===== src/rtl/seconds_timer_pkg.sv =====
package seconds_timer_pkg;

  // Cause of a count register update, in priority order
  typedef enum logic [1:0] {
    UPD_NONE = 2'd0,
    UPD_LOAD = 2'd1,
    UPD_INIT = 2'd2,
    UPD_STEP = 2'd3
  } upd_e;

  localparam int unsigned REF_DIV_DEFAULT = 32768;
  localparam int unsigned CNT_W_DEFAULT   = 32;
  localparam int unsigned SYNC_DEFAULT    = 2;

endpackage


===== src/rtl/ref_edge_sync.sv =====
module ref_edge_sync #(
  parameter int unsigned SYNC_STAGES = seconds_timer_pkg::SYNC_DEFAULT
) (
  input  logic clk_i,
  input  logic rst_ni,
  input  logic ref_i,
  output logic rise_o
);

  logic [SYNC_STAGES-1:0] sync_q, sync_d;
  logic                   last_q, last_d;

  // Shift chain toward the MSB; the MSB is the settled copy
  generate
    if (SYNC_STAGES > 1) begin : g_chain
      always_comb sync_d = {sync_q[SYNC_STAGES-2:0], ref_i};
    end else begin : g_single
      always_comb sync_d = ref_i;
    end
  endgenerate

  always_comb last_d = sync_q[SYNC_STAGES-1];

  always_ff @(posedge clk_i or negedge rst_ni) begin
    if (!rst_ni) begin
      sync_q <= '0;
      last_q <= 1'b0;
    end else begin
      sync_q <= sync_d;
      last_q <= last_d;
    end
  end

  assign rise_o = sync_q[SYNC_STAGES-1] & ~last_q;

  // a detected edge never lasts two cycles
  rise_single_chk: assert property (@(posedge clk_i) disable iff (!rst_ni)
    rise_o |=> !rise_o);

endmodule


===== src/rtl/tick_divider.sv =====
module tick_divider #(
  parameter int unsigned DIV_RATIO = seconds_timer_pkg::REF_DIV_DEFAULT
) (
  input  logic clk_i,
  input  logic rst_ni,
  input  logic run_i,
  input  logic rise_i,
  output logic tick_o
);

  localparam int unsigned DIV_W = (DIV_RATIO > 1) ? $clog2(DIV_RATIO) : 1;
  localparam logic [DIV_W-1:0] LAST = DIV_W'(DIV_RATIO - 1);

  logic [DIV_W-1:0] div_q, div_d;
  logic             tick_q, tick_d;

  always_comb begin
    div_d  = div_q;
    tick_d = 1'b0;
    if (!run_i) begin
      div_d = '0;
    end else if (rise_i) begin
      if (div_q == LAST) begin
        div_d  = '0;
        tick_d = 1'b1;
      end else begin
        div_d = div_q + 1'b1;
      end
    end
  end

  always_ff @(posedge clk_i or negedge rst_ni) begin
    if (!rst_ni) begin
      div_q  <= '0;
      tick_q <= 1'b0;
    end else begin
      div_q  <= div_d;
      tick_q <= tick_d;
    end
  end

  assign tick_o = tick_q;

  // one-second step is a single-cycle strobe
  tick_single_chk: assert property (@(posedge clk_i) disable iff (!rst_ni)
    tick_o |=> !tick_o);

  // no step is produced while paused
  tick_idle_chk: assert property (@(posedge clk_i) disable iff (!rst_ni)
    !run_i |=> !tick_o);

endmodule


===== src/rtl/seconds_count_core.sv =====
module seconds_count_core
  import seconds_timer_pkg::*;
#(
  parameter int unsigned CNT_W = CNT_W_DEFAULT
) (
  input  logic             clk_i,
  input  logic             rst_ni,
  input  logic             run_i,
  input  logic             tick_i,
  input  logic             load_wr_i,
  input  logic [CNT_W-1:0] load_val_i,
  output logic [CNT_W-1:0] cnt_o,
  output logic             step_o
);

  localparam logic [CNT_W-1:0] SEED = CNT_W'(1);

  upd_e             upd;
  logic [CNT_W-1:0] cnt_q, cnt_d;
  logic             seeded_q, seeded_d;
  logic             step_q, step_d;

  always_comb begin
    if (load_wr_i)                upd = UPD_LOAD;
    else if (run_i && !seeded_q)  upd = UPD_INIT;
    else if (run_i && tick_i)     upd = UPD_STEP;
    else                          upd = UPD_NONE;
  end

  always_comb begin
    cnt_d    = cnt_q;
    seeded_d = seeded_q;
    step_d   = 1'b0;
    unique case (upd)
      UPD_LOAD: begin
        cnt_d    = load_val_i;
        seeded_d = 1'b1;
      end
      UPD_INIT: begin
        cnt_d    = SEED;
        seeded_d = 1'b1;
      end
      UPD_STEP: begin
        cnt_d  = cnt_q + 1'b1;
        step_d = 1'b1;
      end
      default: ;
    endcase
  end

  always_ff @(posedge clk_i or negedge rst_ni) begin
    if (!rst_ni) begin
      cnt_q    <= '0;
      seeded_q <= 1'b0;
      step_q   <= 1'b0;
    end else begin
      cnt_q    <= cnt_d;
      seeded_q <= seeded_d;
      step_q   <= step_d;
    end
  end

  assign cnt_o  = cnt_q;
  assign step_o = step_q;

  // paused and not loaded means the count holds
  hold_chk: assert property (@(posedge clk_i) disable iff (!rst_ni)
    (!run_i && !load_wr_i) |=> $stable(cnt_q));

  // a load lands on the next clock
  load_chk: assert property (@(posedge clk_i) disable iff (!rst_ni)
    load_wr_i |=> (cnt_q == $past(load_val_i)));

  // all ones steps to zero
  wrap_chk: assert property (@(posedge clk_i) disable iff (!rst_ni)
    (run_i && tick_i && seeded_q && !load_wr_i && (&cnt_q)) |=> (cnt_q == '0));

endmodule


===== src/rtl/match_status.sv =====
module match_status #(
  parameter int unsigned CNT_W = seconds_timer_pkg::CNT_W_DEFAULT
) (
  input  logic             clk_i,
  input  logic             rst_ni,
  input  logic [CNT_W-1:0] cnt_i,
  input  logic             step_i,
  input  logic             match_wr_i,
  input  logic [CNT_W-1:0] wr_data_i,
  input  logic             mask_i,
  input  logic             dma_en_i,
  input  logic             clr_i,
  output logic             raw_o,
  output logic             masked_o,
  output logic             dma_o
);

  logic [CNT_W-1:0] match_q, match_d;
  logic             raw_q, raw_d;
  logic             dma_q, dma_d;
  logic             hit;

  always_comb begin
    hit     = step_i && (cnt_i == match_q);
    match_d = match_wr_i ? wr_data_i : match_q;
    // a fresh match outranks a clear in the same cycle
    if (hit)        raw_d = 1'b1;
    else if (clr_i) raw_d = 1'b0;
    else            raw_d = raw_q;
    dma_d = hit && dma_en_i;
  end

  always_ff @(posedge clk_i or negedge rst_ni) begin
    if (!rst_ni) begin
      match_q <= '0;
      raw_q   <= 1'b0;
      dma_q   <= 1'b0;
    end else begin
      match_q <= match_d;
      raw_q   <= raw_d;
      dma_q   <= dma_d;
    end
  end

  assign raw_o    = raw_q;
  assign masked_o = raw_q & mask_i;
  assign dma_o    = dma_q;


  set_chk: assert property (@(posedge clk_i) disable iff (!rst_ni)
    (step_i && (cnt_i == match_q)) |=> raw_q);


  clear_only_chk: assert property (@(posedge clk_i) disable iff (!rst_ni)
    $fell(raw_q) |-> $past(clr_i));


  dma_pulse_chk: assert property (@(posedge clk_i) disable iff (!rst_ni)
    dma_q |=> !dma_q);


  dma_gate_chk: assert property (@(posedge clk_i) disable iff (!rst_ni)
    dma_q |-> ($past(dma_en_i) && raw_q));

endmodule


===== src/rtl/seconds_timer.sv =====
module seconds_timer
  import seconds_timer_pkg::*;
#(
  parameter int unsigned CNT_W       = CNT_W_DEFAULT,
  parameter int unsigned DIV_RATIO   = REF_DIV_DEFAULT,
  parameter int unsigned SYNC_STAGES = SYNC_DEFAULT
) (
  input  logic             clk_i,
  input  logic             rst_ni,
  input  logic             ref_i,
  input  logic             run_en_i,
  input  logic [CNT_W-1:0] wr_data_i,
  input  logic             load_wr_i,
  input  logic             match_wr_i,
  input  logic             irq_mask_i,
  input  logic             dma_en_i,
  input  logic             clr_i,
  output logic [CNT_W-1:0] count_o,
  output logic [CNT_W-1:0] value_o,
  output logic             raw_stat_o,
  output logic             masked_stat_o,
  output logic             irq_o,
  output logic             dma_trig_o
);

  logic             rise;
  logic             tick;
  logic             step;
  logic [CNT_W-1:0] cnt;
  logic             masked;

  ref_edge_sync #(.SYNC_STAGES(SYNC_STAGES)) u_sync (
    .clk_i  (clk_i),
    .rst_ni (rst_ni),
    .ref_i  (ref_i),
    .rise_o (rise)
  );

  tick_divider #(.DIV_RATIO(DIV_RATIO)) u_div (
    .clk_i  (clk_i),
    .rst_ni (rst_ni),
    .run_i  (run_en_i),
    .rise_i (rise),
    .tick_o (tick)
  );

  seconds_count_core #(.CNT_W(CNT_W)) u_core (
    .clk_i      (clk_i),
    .rst_ni     (rst_ni),
    .run_i      (run_en_i),
    .tick_i     (tick),
    .load_wr_i  (load_wr_i),
    .load_val_i (wr_data_i),
    .cnt_o      (cnt),
    .step_o     (step)
  );

  match_status #(.CNT_W(CNT_W)) u_stat (
    .clk_i      (clk_i),
    .rst_ni     (rst_ni),
    .cnt_i      (cnt),
    .step_i     (step),
    .match_wr_i (match_wr_i),
    .wr_data_i  (wr_data_i),
    .mask_i     (irq_mask_i),
    .dma_en_i   (dma_en_i),
    .clr_i      (clr_i),
    .raw_o      (raw_stat_o),
    .masked_o   (masked),
    .dma_o      (dma_trig_o)
  );

  assign count_o       = cnt;
  assign value_o       = cnt;
  assign masked_stat_o = masked;
  assign irq_o         = masked;


  irq_gate_chk: assert property (@(posedge clk_i) disable iff (!rst_ni)
    irq_o |-> (irq_mask_i && raw_stat_o));

endmodule


===== config.mk =====
export PLATFORM = sky130hd
export DESIGN_NAME = seconds_timer
export DESIGN_NICKNAME = d
export VERILOG_FILES = /design/src/rtl/seconds_timer_pkg.sv /design/src/rtl/ref_edge_sync.sv /design/src/rtl/tick_divider.sv /design/src/rtl/seconds_count_core.sv /design/src/rtl/match_status.sv /design/src/rtl/seconds_timer.sv
export SDC_FILE = /design/constraint.sdc
export NUM_CORES = 1
export LEC_CHECK = 0
export BUFFER_PORTS_ARGS = -buffer_cell sky130_fd_sc_hd__buf_2
export CAP_MARGIN = 25
export CORE_MARGIN = 3
export CORE_UTILIZATION = 40
export DETAILED_ROUTE_END_ITERATION = 12
export PLACE_DENSITY_LB_ADDON = 0.05
export SYNTH_ARGS = -nofsm -noshare
export SYNTH_HDL_FRONTEND = slang
export SYNTH_SLANG_ARGS = --single-unit

===== constraint.sdc =====
create_clock -name clk_i -period 3.5 [get_ports clk_i]
set_input_delay 0.525 -clock clk_i [delete_from_list [all_inputs] [get_ports clk_i]]
set_output_delay 0.525 -clock clk_i [all_outputs]
set_load 0.005 [all_outputs]

==> results.toml, run 1 <==
[outcome]
status = "completed"

[global_route]
grt_util_met2_pct = 27.9
antenna_found_initial = 0
grt_pass1_vias = 3739
grt_overflow = 0
grt_usage_pct = 18.6
grt_max_degree = 46
grtUsageMet1_pct = 27.0
grt_pass1_wl_um = 20600
grtUsageMet3_pct = 3.23
top_usage_layer = "met2"

[hold_path]
hold_class = "primary input to asynchronous set/reset pin"

[worst_setup_path]
worstPathCellList = "a31oi_1, ha_2, buf_4, nor2_1, mux2i_1, o21ai_0"
slowest_stage = "ha_2"
endpoint_kind = "flop"
crit_path_start_kind = "flop"
worstSetupPathType = "flop to flop"
cpPeakStageDelay_ns = 0.80
path_delay_family = "adder cells"
worstReg2RegEnd = "u_core.cnt_o[27]"
reg2reg_depth = 6
r2r_start = "u_core.seeded_q"
arrival_ns = 2.51
cp.required_ns = 3.71
worst-path-buf-inv = 1
cp_max_fo = 45
r2r_slack_ns = 1.20

[layout]
final_nets = 619
seqCellArea_mm2 = 0.00218
multi_input_area_mm2 = 0.00251
stdcell_area_mm2 = 0.00587
drive_gt1_share_pct = 30.8
area_growth_pct = 15.3
nFillCells = 1230
antennaDiodeCount = 0

[drt]
wl_um = 12700
wl_per_cell_um = 17.0
drtPass1Iterations = 5
drt_iter0_markers = 199
vias_per_cell = 5.23
antenna_left = 0
route.detailed.drc = 0
via_count = 3894

[timing]
maxSlewHeadroom_pct = 43.9
fin_crit_sh_pct = 65.6
fin_crit_ns = 2.30
rsz0062_at_grt = "no"
finalSetupViolCount = 0
tns_ns = 0
final-max-slew-violation-count = 0
max_freq_ghz = 0.435
fin_ws_ns = 1.20
tightest_slew_ns = 0.842
finClkSkew_ns = 0.00825
hold_violations = 0

[synth]
synth_ff_type = "dfrtp_1"
synth_top_area_share_pct = 42.8
synth_nets = 556
synth.most_common_cell = "dfrtp_1"
yosys_warnings = 0
ys_types = 47
synth_edf_count = 0
synth_area_mm2 = 0.00509
synthTopCellsByArea = "dfrtp_1, mux2_2, xnor2_1, buf_4, mux2i_1"
synth_top_cell_by_area = "dfrtp_1"
ys_ff_latch = 87
avgSynthCellArea_um2 = 10.0
ys_top_cells_by_count = "dfrtp_1, nor2_1, buf_4, mux2_2, xnor2_1"
synthCells = 509
ys_seq_area_share_pct = 42.8
synthArstFlopShare_pct = 100

[placement]
io_buffers = 108
dp_hpwl_um = 9250
postPlaceCellArea_mm2 = 0.00555
post-place-ws_ns = 0.905
gp_congestion = 0.840

[floorplan]
io_pins = 109
dieArea_mm2 = 0.0141
die_h_um = 119
core.rowCount = 40
start_util_pct = 41.7
die_w_um = 119
core-area_mm2 = 0.0122

[cts]
clock_sinks = 87
clk_latency_ns = 0.35
cts_setup_buffers = 0
clk_pin_slew_ns = 0.07
postCtsResizedCells = 0
cts_tree = "built"
cts_max_level = 3
cts-root-buf = "clkbuf_16"
clockBufferDepth = 2
cts_hold_buf = 0
numCtsBuffers = 9

[power_and_ir_drop]
power_w = 0.00263
ir_worst_vdd_uv = 176
power_density_mw_per_mm2 = 448
p_leak_nw = 2.63

[job]
maxCapViolations = 0
-- logic make-up after synthesis --
| family | synth area share, % |
|---|---|
| xor gates and xnor gates | 7.40 |
| AOI/OAI and AO/OA | 8.70 |
| and+or+nand+nor | 19.3 |
| DFF | 42.8 |
| muxes | 12.2 |
| buffers and inverters | 8.16 |
| adders and majority gates | 1.47 |
-- final cells by class --
type	count	area share [%]
multi-input combinational	349	42.7
tap	168	3.58
clock buffer	10	3.90
inverter	10	0.640
sequential	87	37.1
clock inverter	6	1.58
timing repair buffer	115	10.5
-- worst max-delay path by stage --
stage                                from                to  slack, ns  cells after the start
after floorplan                  run_en_i  u_core.cnt_o[10]       1.33                      9
after global placement           run_en_i  u_core.cnt_o[27]       0.98                      9
after detailed placement         run_en_i  u_core.cnt_o[21]       0.91                      9
after CTS                 u_core.seeded_q  u_core.cnt_o[24]       1.19                      6
after global routing      u_core.seeded_q  u_core.cnt_o[23]       0.93                      6
final                     u_core.seeded_q  u_core.cnt_o[27]       1.20                      6
-- cell usage in the layout (no fill, tap or decap), types with 2 or more instances in the layout --
cell and count:
a221oi_1 4, inv_6 2, bufinv_16 2, xnor2_1 34
buf_2 107, nor4_2 2, nor2b_1 5, clkbuf_16 9
and3_1 4, inv_1 10, mux2i_1 24, nor2_1 43
xor2_1 9, nand2_1 25, a22oi_1 22, nand2b_1 10
mux2_2 34, nand4_1 26, a31oi_1 2, buf_4 7
dfrtp_1 87, ha_1 5, nor4_1 5, nand3_1 19
and2_1 5, and4_1 4, nor3_1 10, a221o_1 4
o21ai_0 22, or3_1 6, clkinvlp_4 2, a21oi_1 8
-- per-stage QoR --
step	hold WS (ns)	cells	utilization, %
after floorplan	0.229	509	-
after global placement	0.333	728	45.2
after detailed placement	0.342	729	45.4
after CTS	0.201	745	48.1
after global routing	0.231	745	48.1
final	0.187	745	48.1
-- flip-flops by register name, summed over array words and instances (netlist names) --
name and flops:
u_stat.raw_o 1, u_sync.sync_q 2, u_core.seeded_q 1, u_div.tick_o 1, u_core.cnt_o 32, u_stat.match_q 32, u_stat.dma_o 1, u_core.step_o 1
u_sync.last_q 1, u_div.div_q 15
-- power breakdown --
part	total (W)	internal (W)	switching (W)	leakage, nW
clock network	0.00105	0.000631	0.000421	0.150
logic	0.000388	0.000197	0.000191	1.41
registers	0.00119	0.00108	0.000112	1.07
-- per-layer routing --
| metal | routed length (µm) | up-vias |
|---|---|---|
| li1 | - | 1910 |
| met1 | 6160 | 1867 |
| met2 | 5730 | 103 |
| met3 | 585 | 14 |
| met4 | 213 | 0 |
| met5 | 0 | - |
Note: power is estimated with default switching activity, not from simulation.
==> run 2, diff against run 1 <==
==> constraint.sdc (replaced) <==
create_clock -name clk_i -period 2.4 [get_ports clk_i]
set_input_delay 0.36 -clock clk_i [delete_from_list [all_inputs] [get_ports clk_i]]
set_output_delay 0.36 -clock clk_i [all_outputs]
set_load 0.005 [all_outputs]
==> run 2 against run 1 <==
Combinational power increased by 57%. Global-route usage rose by 0.44 points. Non-clock buffer count grew 14. Count of clock-buffer cells in the layout rose by 2. Power is 42% higher. Wire length rose by 2.5%. Final cell count grew 1.5%. Highest routed layer unchanged.
==> results.toml, run 2 (synthesis gave the netlist of run 1 again) <==
[outcome]
status = "completed"

[timing]
hold_violations = 0
whs_ns = 0.120
tns_ns = 0
fin_crit_sh_pct = 86.5
fin_crit_ns = 2.08
fin_ws_ns = 0.324
final-max-slew-violation-count = 0
finClkSkew_ns = 0.00570
tightest_slew_ns = 0.481
max_freq_ghz = 0.482
maxSlewHeadroom_pct = 67.6
finalSetupViolCount = 0
rsz0062_at_grt = "no"

[global_route]
grt_pass1_wl_um = 21200
antenna_found_initial = 0
grt_overflow = 0
grt_usage_pct = 19.1
grt_pass1_vias = 3873
grt_max_degree = 57

[drt]
drtPass1Iterations = 7
drt_iter0_markers = 213
antenna_left = 0
wl_per_cell_um = 17.2
vias_per_cell = 5.34
via_count = 4039
wl_um = 13000
route.detailed.drc = 0

[cts]
clk_latency_ns = 0.35
clockBufferDepth = 2
cts-root-buf = "clkbuf_16"
cts_setup_buffers = 0
cts_tree = "built"
postCtsResizedCells = 0
clock_sinks = 87
cts_hold_buf = 1
numCtsBuffers = 9
clk_pin_slew_ns = 0.06
cts_max_level = 3

[worst_setup_path]
crit_path_start_kind = "flop"
worstSetupPathType = "flop to flop"
endpoint_kind = "flop"
cp_max_fo = 7
arrival_ns = 2.36
cp.required_ns = 2.69

[layout]
utilization_pct = 48.8
fin_cells = 756
drive_gt1_share_pct = 32.0
area_growth_pct = 17.1
final_common_cell = "buf_2"
final_nets = 633
mostFrequentLayoutCells = "buf_2, dfrtp_1, nor2_1"
antennaDiodeCount = 0

[hold_path]
hold_class = "primary input to flop"

[placement]
placedCellCount = 742
dp_hpwl_um = 9470
gp_congestion = 0.826
io_buffers = 108
post-place-ws_ns = 0.222

[floorplan]
core-area_mm2 = 0.0122
die_w_um = 119
core.rowCount = 40
die_h_um = 119
dieArea_mm2 = 0.0141
io_pins = 109
start_util_pct = 41.7

[power_and_ir_drop]
power_density_mw_per_mm2 = 628
p_leak_nw = 2.69
ir_worst_vdd_uv = 316

[job]
maxCapViolations = 0
## run 2: path summary, 6_finish.rpt
check,to,slack (ns),depth (start not counted),start
worst max register to register,u_core.cnt_o[22],0.32,7,u_core.seeded_q
worst max-delay path,u_core.cnt_o[22],0.32,7,u_core.seeded_q
max in group asynchronous,u_div.div_q[2],1.25,3,rst_ni
worst min-delay path,u_sync.sync_q[0],0.12,1,ref_i
min in group asynchronous,u_stat.match_q[21],0.50,2,rst_ni
worst min register to register,u_sync.sync_q[1],0.35,0,u_sync.sync_q[0]
## run 2: area by class of cell
class / count / area (µm²)
clock buffers: 12 / 256
clock inverters: 1 / 30.0
fillers: 1215 / 6250
inverters: 10 / 37.5
multi-input cells: 349 / 2510
flip-flops and latches: 87 / 2180
well taps: 168 / 210
repair buffers: 129 / 741
## run 2: metrics by stage
stage,instance area [µm²],power (W)
5_1_grt,5960,0.00394
2_1_floorplan,5090,0.00213
3_5_place_dp,5660,0.00237
4_1_cts,5960,0.00380
6_report,5960,0.00374
3_3_place_gp,5660,0.00236
## run 2: critical path, cell delays in order, from the launching register on
cell	delay, ns
dfrtp_1	0.40
nand2b_1	0.07
nor3b_1	0.35
ha_1	0.36
inv_1	0.19
or3_1	0.39
mux2i_1	0.14
a221o_1	0.12
## run 2: routing by layer
metal,wire (µm),vias to the layer above,global-route usage (%)
li1,-,1936,-
met1,6020,1962,26.4
met2,6030,124,29.6
met3,653,17,3.28
met4,301,0,7.82
met5,0,-,0
## run 2: power by group
part           internal (W)  total [W]  switching [W]
Combinational      0.000306   0.000611       0.000305
Clock              0.000847    0.00141       0.000560
Sequential          0.00157    0.00172       0.000148
Total               0.00273    0.00374        0.00101
